<file path="config.mk">
export PLATFORM = sky130hd
export DESIGN_NAME = therm_group_rotator
export DESIGN_NICKNAME = d
export VERILOG_FILES = /design/src/rtl/tgr_pkg.sv /design/src/rtl/tgr_lfsr.sv /design/src/rtl/tgr_code_reg.sv /design/src/rtl/tgr_mask_gen.sv /design/src/rtl/tgr_drive.sv /design/src/rtl/therm_group_rotator.sv
export SDC_FILE = /design/constraint.sdc
export NUM_CORES = 1
export LEC_CHECK = 0
export CAP_MARGIN = 30
export CORE_MARGIN = 2
export CORE_UTILIZATION = 40
export CTS_CLUSTER_SIZE = 8
export DETAILED_ROUTE_END_ITERATION = 8
export GPL_TIMING_DRIVEN = 0
export PLACE_DENSITY = 0.68
export RECOVER_POWER = 100
export SLEW_MARGIN = 20
export SYNTH_ARGS = -nofsm -noshare
export SYNTH_HDL_FRONTEND = slang
export SYNTH_SLANG_ARGS = --single-unit
</file>
<file path="constraint.sdc">
create_clock -name clk -period 5 [get_ports clk]
set_clock_uncertainty 0.05 [all_clocks]
set_input_delay 1 -clock clk [delete_from_list [all_inputs] [get_ports clk]]
set_output_delay 1 -clock clk [all_outputs]
set_load 0.01 [all_outputs]
</file>
<file path="src/rtl/tgr_pkg.sv">
package tgr_pkg;
  // Number of unit elements used for a given number of binary groups
  function automatic int elem_count(input int n_grp);
    return (1 << n_grp) - 1;
  endfunction

  // Size of group g (group 0 is the least significant)
  function automatic int grp_size(input int g);
    return 1 << g;
  endfunction

  // Relative start position of group g on the rotated element ring
  function automatic int grp_start(input int n_grp, input int g);
    return (1 << n_grp) - (1 << (g + 1));
  endfunction
endpackage

</file>
<file path="src/rtl/tgr_lfsr.sv">
module tgr_lfsr #(
  parameter int W = 4,
  parameter logic [W-1:0] TAPS = 'b1100
) (
  input  logic         clk,
  input  logic         rst_n,
  input  logic         step,
  output logic [W-1:0] state
);
  logic [W-1:0] nxt;
  assign nxt = {state[W-2:0], ^(state & TAPS)};

  always_ff @(posedge clk or negedge rst_n) begin
    if (!rst_n)    state <= W'(1);
    else if (step) state <= nxt;
  end
endmodule

</file>
<file path="src/rtl/tgr_code_reg.sv">
module tgr_code_reg #(
  parameter int CW = 4,
  parameter logic [CW-1:0] TAPS = 'b1100
) (
  input  logic          clk,
  input  logic          rst_n,
  input  logic          mode_rand,
  input  logic [CW-1:0] static_code,
  input  logic          conv_start,
  output logic [CW-1:0] act_code
);
  logic [CW-1:0] rnd_code;
  logic [CW-1:0] fixed_code;
  logic          rnd_step;

  assign rnd_step = conv_start & mode_rand;

  tgr_lfsr #(.W(CW), .TAPS(TAPS)) u_lfsr (
    .clk   (clk),
    .rst_n (rst_n),
    .step  (rnd_step),
    .state (rnd_code)
  );

  // the all-zero code is reserved and folds onto the first rotation
  assign fixed_code = (static_code == '0) ? CW'(1) : static_code;

  always_ff @(posedge clk or negedge rst_n) begin
    if (!rst_n)          act_code <= CW'(1);
    else if (conv_start) act_code <= mode_rand ? rnd_code : fixed_code;
  end
endmodule

</file>
<file path="src/rtl/tgr_mask_gen.sv">
module tgr_mask_gen
  import tgr_pkg::*;
#(
  parameter int NUM_GRP = 4,
  localparam int N  = (1 << NUM_GRP) - 1,
  localparam int RW = $clog2(2 * N)
) (
  input  logic [NUM_GRP-1:0]        code,
  output logic [NUM_GRP-1:0][N-1:0] mask
);
  logic [RW-1:0] offset;
  always_comb offset = (code == '0) ? '0 : (RW'(code) - RW'(1));

  for (genvar e = 0; e < N; e++) begin : g_elem
    logic [RW-1:0] sum;
    logic [RW-1:0] rel;
    always_comb begin
      sum = RW'(e + N) - offset;
      rel = (sum >= RW'(N)) ? (sum - RW'(N)) : sum;
    end
    for (genvar g = 0; g < NUM_GRP; g++) begin : g_grp
      localparam int LO = grp_start(NUM_GRP, g);
      localparam int HI = LO + grp_size(g);
      if (LO == 0) begin : g_first
        assign mask[g][e] = (rel < RW'(HI));
      end else begin : g_rest
        assign mask[g][e] = (rel >= RW'(LO)) && (rel < RW'(HI));
      end
    end
  end
endmodule

</file>
<file path="src/rtl/tgr_drive.sv">
module tgr_drive #(
  parameter int NUM_GRP = 4,
  localparam int N = (1 << NUM_GRP) - 1
) (
  input  logic [NUM_GRP-1:0][N-1:0] mask,
  input  logic [NUM_GRP-1:0]        decision,
  output logic [N-1:0]              drive
);
  for (genvar e = 0; e < N; e++) begin : g_elem
    logic [NUM_GRP-1:0] hit;
    for (genvar g = 0; g < NUM_GRP; g++) begin : g_grp
      assign hit[g] = mask[g][e] & decision[g];
    end
    assign drive[e] = |hit;
  end
endmodule

</file>
<file path="src/rtl/therm_group_rotator.sv">
module therm_group_rotator #(
  parameter int NUM_GRP = 4,
  localparam int N = (1 << NUM_GRP) - 1
) (
  input  logic                      clk,
  input  logic                      rst_n,
  input  logic                      mode_rand,
  input  logic [NUM_GRP-1:0]        static_code,
  input  logic                      conv_start,
  input  logic [NUM_GRP-1:0]        msb_bits,
  output logic [NUM_GRP-1:0][N-1:0] grp_mask,
  output logic [N-1:0]              elem_drive
);
  logic [NUM_GRP-1:0] act_code;

  tgr_code_reg #(.CW(NUM_GRP), .TAPS(NUM_GRP'('b1100))) u_code (
    .clk         (clk),
    .rst_n       (rst_n),
    .mode_rand   (mode_rand),
    .static_code (static_code),
    .conv_start  (conv_start),
    .act_code    (act_code)
  );

  tgr_mask_gen #(.NUM_GRP(NUM_GRP)) u_mask (
    .code (act_code),
    .mask (grp_mask)
  );

  tgr_drive #(.NUM_GRP(NUM_GRP)) u_drv (
    .mask     (grp_mask),
    .decision (msb_bits),
    .drive    (elem_drive)
  );
endmodule

</file>
### Yosys cells after proc, flatten, opt, wreduce, memory -nomap -nowiden

Cells that the tools add are included.

* bits in registers: 8
* bits in latches: 0
* RAM bits: 0
* ROM bits: 0
* bits of input ports: 12
* output and inout port bits: 75
* logic and storage cells: 295
* memories: 0

* add/sub/neg operators: 31
* multipliers: 0
* div/mod/pow operators: 0
* magnitude comparators: 120
* eq/ne operators: 0
* shift operators: 0
* muxes and demuxes: 18
* bitwise operators: 61
* reduce and logical (&&, ||, !) cells: 63

Operators with widths (number)
* greater-or-equal comparator 5 x 4 -> 1 bit, second input constant: 60
* less-than comparator 5 x 4 -> 1 bit, second input constant: 60
* 2-to-1 mux 5 bit: 16
* subtractor 5 x 4 -> 5 bit, second input constant: 15
* subtractor 5 bit, first input constant: 14
* AND 1 bit: 61
* OR reduction 4 bit: 15
* logical AND 1 bit: 45
* logical NOT 4 bit: 2
* 2-to-1 mux 4 bit: 2
* subtractor 4 x 1 -> 5 bit, second input constant: 1
* subtractor 4 x 5 -> 5 bit, first input constant: 1
* parity 4 bit: 1

### Logic depth before layout (Yosys ltp)

* depth in word-level cells: 9
* mapped depth: 19
* mapped depth without buffers: 15

### Hierarchy

From an unflattened synthesis, not the netlist that was laid out.

* cell total of the unflattened synthesis: 492
* area, all modules: 3320.7 um^2

Modules (own cells, without submodules)
* tgr_mask_gen: times used 1, cells an instance 408, area an instance 2612.5 um^2, seq. area each 0.0 um^2
* tgr_drive: times used 1, cells an instance 49, area an instance 322.8 um^2, seq. area each 0.0 um^2
* tgr_code_reg: times used 1, cells an instance 22, area an instance 210.2 um^2, seq. area each 101.3 um^2
* tgr_lfsr: times used 1, cells an instance 13, area an instance 175.2 um^2, seq. area each 101.3 um^2

### Least setup slack after synthesis

No wires, ideal clock.

* kind: reg2out
* start point: register u_code.act_code[0]
* end point: output elem_drive[6]
* arrival time: 3.906 ns
* data required time: 3.950 ns
* path slack: 0.044 ns
* cell stages (with the launch flop): 18
* buffers on the path: 4
* cell sequence: dfstp_2 buf_6 or2_1 buf_6 a21oi_4 inv_4 buf_6 ha_1 buf_1 xor2_1 nor2_1 ha_1 or2_2 or2_2 a32o_1 or2_1 nor2_1 a221o_1

RTL lines
* from (decl): RTL line tgr_code_reg.sv:10 `output logic [CW-1:0] act_code`
* from (signal assigned): RTL line tgr_code_reg.sv:30 `else if (conv_start) act_code <= mode_rand ? rnd_code : fixed_code;`
* to (decl): RTL line therm_group_rotator.sv:12 `output logic [N-1:0] elem_drive`

### Worst setup path after layout

* start point: register u_code.act_code[0]
* end point: output elem_drive[1]

* word-level cells in the longest chain between the ends: 9
* elaborated cells between the ends (all ways): 22
* classes of those cells: add/sub (3); order compare (8); mux (2); bitwise (4); reduce/logical (5)

RTL lines
* subtractor 4 x 1 -> 5 bit / logical NOT 4 bit (equally long branches): RTL line tgr_mask_gen.sv:12 `always_comb offset = (code == '0) ? '0 : (RW'(code) - RW'(1));`
* 2-to-1 mux 5 bit *: RTL line tgr_mask_gen.sv:12
* subtractor 5 bit *: RTL line tgr_mask_gen.sv:18 `sum = RW'(e + N) - offset;`
* subtractor 5 x 4 -> 5 bit / greater-or-equal comparator 5 x 4 -> 1 bit (equally long branches): RTL line tgr_mask_gen.sv:19 `rel = (sum >= RW'(N)) ? (sum - RW'(N)) : sum;`
* 2-to-1 mux 5 bit *: RTL line tgr_mask_gen.sv:19
* greater-or-equal comparator 5 x 4 -> 1 bit / less-than comparator 5 x 4 -> 1 bit (equally long branches): RTL line tgr_mask_gen.sv:27 `assign mask[g][e] = (rel >= RW'(LO)) && (rel < RW'(HI));`
* logical AND 1 bit: RTL line tgr_mask_gen.sv:27
* AND 1 bit: RTL line tgr_drive.sv:12 `assign hit[g] = mask[g][e] & decision[g];`
* OR reduction 4 bit *: RTL line tgr_drive.sv:14 `assign drive[e] = |hit;`

Every way passes the cells marked *; elsewhere a longest branch is shown, timed or not.

==> results.ini <==
[drt]
via_per_inst = 6.38
wl_per_cell_um = 20.5
route.detailed.drc = 0
drt-pass1-iter-count = 5
via_count = 5381
ant_nets = 0
drt-total-wl_um = 17300
first_iter_violations = 546

[worst_setup_path]
crit_fanout = 10
slowest_stage = dfstp_2
worstPathCellList = buf_8, or2_1, buf_6, a21oi_4, buf_6, ha_4, clkbuf_8, and2_4, ha_4, ha_1, nor2b_2, nor2_2, a32oi_1, nor2_1, a221o_1, dlygate4sd2_1
cp_num_buf_inv = 5
worst_setup_path_start_kind = flip-flop
critPathTopFamily = buffers and inverters
crit_path_end_kind = output port
cp.arrival_ns = 3.87
worst-endpoint-required_ns = 3.95
reg2reg_from = u_code.act_code[2]
crit_path_max_incr_delay_ns = 0.38
worstSetupPathType = reg2out
critPathLaunch = u_code.act_code[0]

[global_route]
grt_overflow_total = 0
track_usage = 0.298
grt_pass1_wl_um = 26400
grt_max_degree = 16
grt_pass1_vias = 5147
antenna_found_initial = 0

[floorplanning]
initial_utilization = 0.409
die-area_um2 = 10800
die_x_um = 104
die_h_um = 104
num_rows = 36
io_pins = 87
core-area_um2 = 9730

[power_and_ir_drop]
vdd_ir_drop_max_mv = 0.323
power.density_nw_per_um2 = 699
leakagePower_nw = 2.43

[sta]
rsz0062_at_grt = true
timing.final.ws_setup_ns = 0.0802
setup_viol = 0
final_hold_viol_count = 0
finalMaxSlewViolations = 0
setup_tns_ns = 0
worst_slew_pin_slew_ns = 0.752
maxSlewHeadroom = 0.499
min_period_ns = 4.92
timing.fmax_ghz = 0.203
post-route-period-util = 0.984

[hold_path]
hold_class = reg2reg
min_from = u_code.u_lfsr.state[0]

[yosys]
ys_async_sr_fraction = 1.00
synth_edf_count = 0
syn_inst = 573
synth.top_cell.area_share = 0.0849
yosys-top-cells-area = ha_1, nor2_1, nand2_1
ys_top_cells_by_count = nor2_1, nand2_1, a21oi_1
ys_types = 94
syn_area_per_cell_um2 = 6.95
synth_ff_type = dfrtp_1
synth_top_cell_by_area = ha_1
synthesis.area_um2 = 3980
ys_ff_latch = 8
synth-seq-area-share = 0.0509
synthMostInstantiatedCell = nor2_1
ys.warnings.count = 0

[cells_and_area]
nFillCells = 898
final_nets = 751
drive_above_1_share = 0.279
syn_to_final_growth_pct = 51.8
diodes = 0
instances_no_fill = 843

[clocking]
cts_tree = done
cts_sinks = 8
cts_buffer_depth = 2
htreeDepth = 1
path_clk_slew_ns = 0.04
cts_buffers = 3
cts-root-buf = clkbuf_8
worstSkewPairLatency_ns = 0.22

[placement]
place_congestion = 1.02
placedCellCount = 791
pre_cts_slack_ns = -0.922
dp_hpwl_um = 12100
portBuffers = 84

[run_status]
status = completed

[run]
max-cap-violations = 0

## report_power, final
part / total [W] / switching (W) / internal (W)
sequential: 0.000110 / 0.0000183 / 0.0000914
combinational: 0.00404 / 0.00218 / 0.00186
clock: 0.0000754 / 0.0000235 / 0.0000520
## stage by stage
step                total power [W]  utilization  hold WS, ns  area, µm²
floorplan                   0.00220            -        0.410       3980
detailed placement          0.00344        0.513        0.441       4990
global placement            0.00340        0.513        0.424       4990
global route                0.00448        0.621        0.500       6040
CTS                         0.00390        0.581        0.448       5650
finish                      0.00423        0.621        0.445       6040
## cells in the final DEF, fill, tap and decap left out, types with 14 or more instances in the layout
master and instances:
clkdlybuf4s50_1 56, buf_4 57, nor3_1 14, o21ai_0 30, inv_1 19, a21oi_1 30, and2_1 15, nand2_1 47
nor2_1 62, ha_1 14
## flip-flops by register name (all words and copies together) (netlist names)
| register | count |
|---|---|
| u_code.act_code | 4 |
| u_code.u_lfsr.state | 4 |
## final cells by class
class	instances	area, µm²	share of cell area
Clock buffer	3	41.3	0.00683
Sequential cell	8	204	0.0337
Tap cell	133	166	0.0275
Timing Repair Buffer	136	1240	0.205
Multi-Input combinational cell	498	3980	0.658
Inverter	25	100	0.0166
Buffer	40	319	0.0528
## timing repair
item / in CTS / in global routing
setup endpoints to repair: 72 / 49
hold buffers: 0 / 0
setup buffers: 35 / 17
pin swaps: 13 / 18
gates resized for setup: 98 / 68
## kinds of logic after synthesis
family | synth area share
other | 0.000942
AO/OA/AOI/OAI | 0.398
AND/OR/NAND/NOR | 0.291
buffers and inverters | 0.0830
multiplexers | 0.0340
flip-flops | 0.0509
XOR/XNOR | 0.0566
adder cells (fa/ha/maj) | 0.0849
## per-layer routing
metal	track usage	vias up	share of wire
li1	-	2431	-
met1	0.374	2536	0.40
met2	0.495	344	0.46
met3	0.0447	70	0.095
met4	0.154	0	0.050
met5	0	-	0
## worst min-delay path: stages, from the launching register on
cell	delay, ns
dfstp_2	0.37
nand2_1	0.05
o21ai_0	0.07
## final timing paths
check	endpoint	slack, ns	cells after the start
min in group asynchronous	u_code.act_code[2]	1.07	1
min	u_code.u_lfsr.state[0]	0.44	2
min reg2reg	u_code.u_lfsr.state[0]	0.44	2
max	elem_drive[1]	0.08	16
max reg2reg	u_code.act_code[2]	3.40	5
max in group asynchronous	u_code.u_lfsr.state[0]	3.52	1
Note: power is estimated with default switching activity, not from simulation.
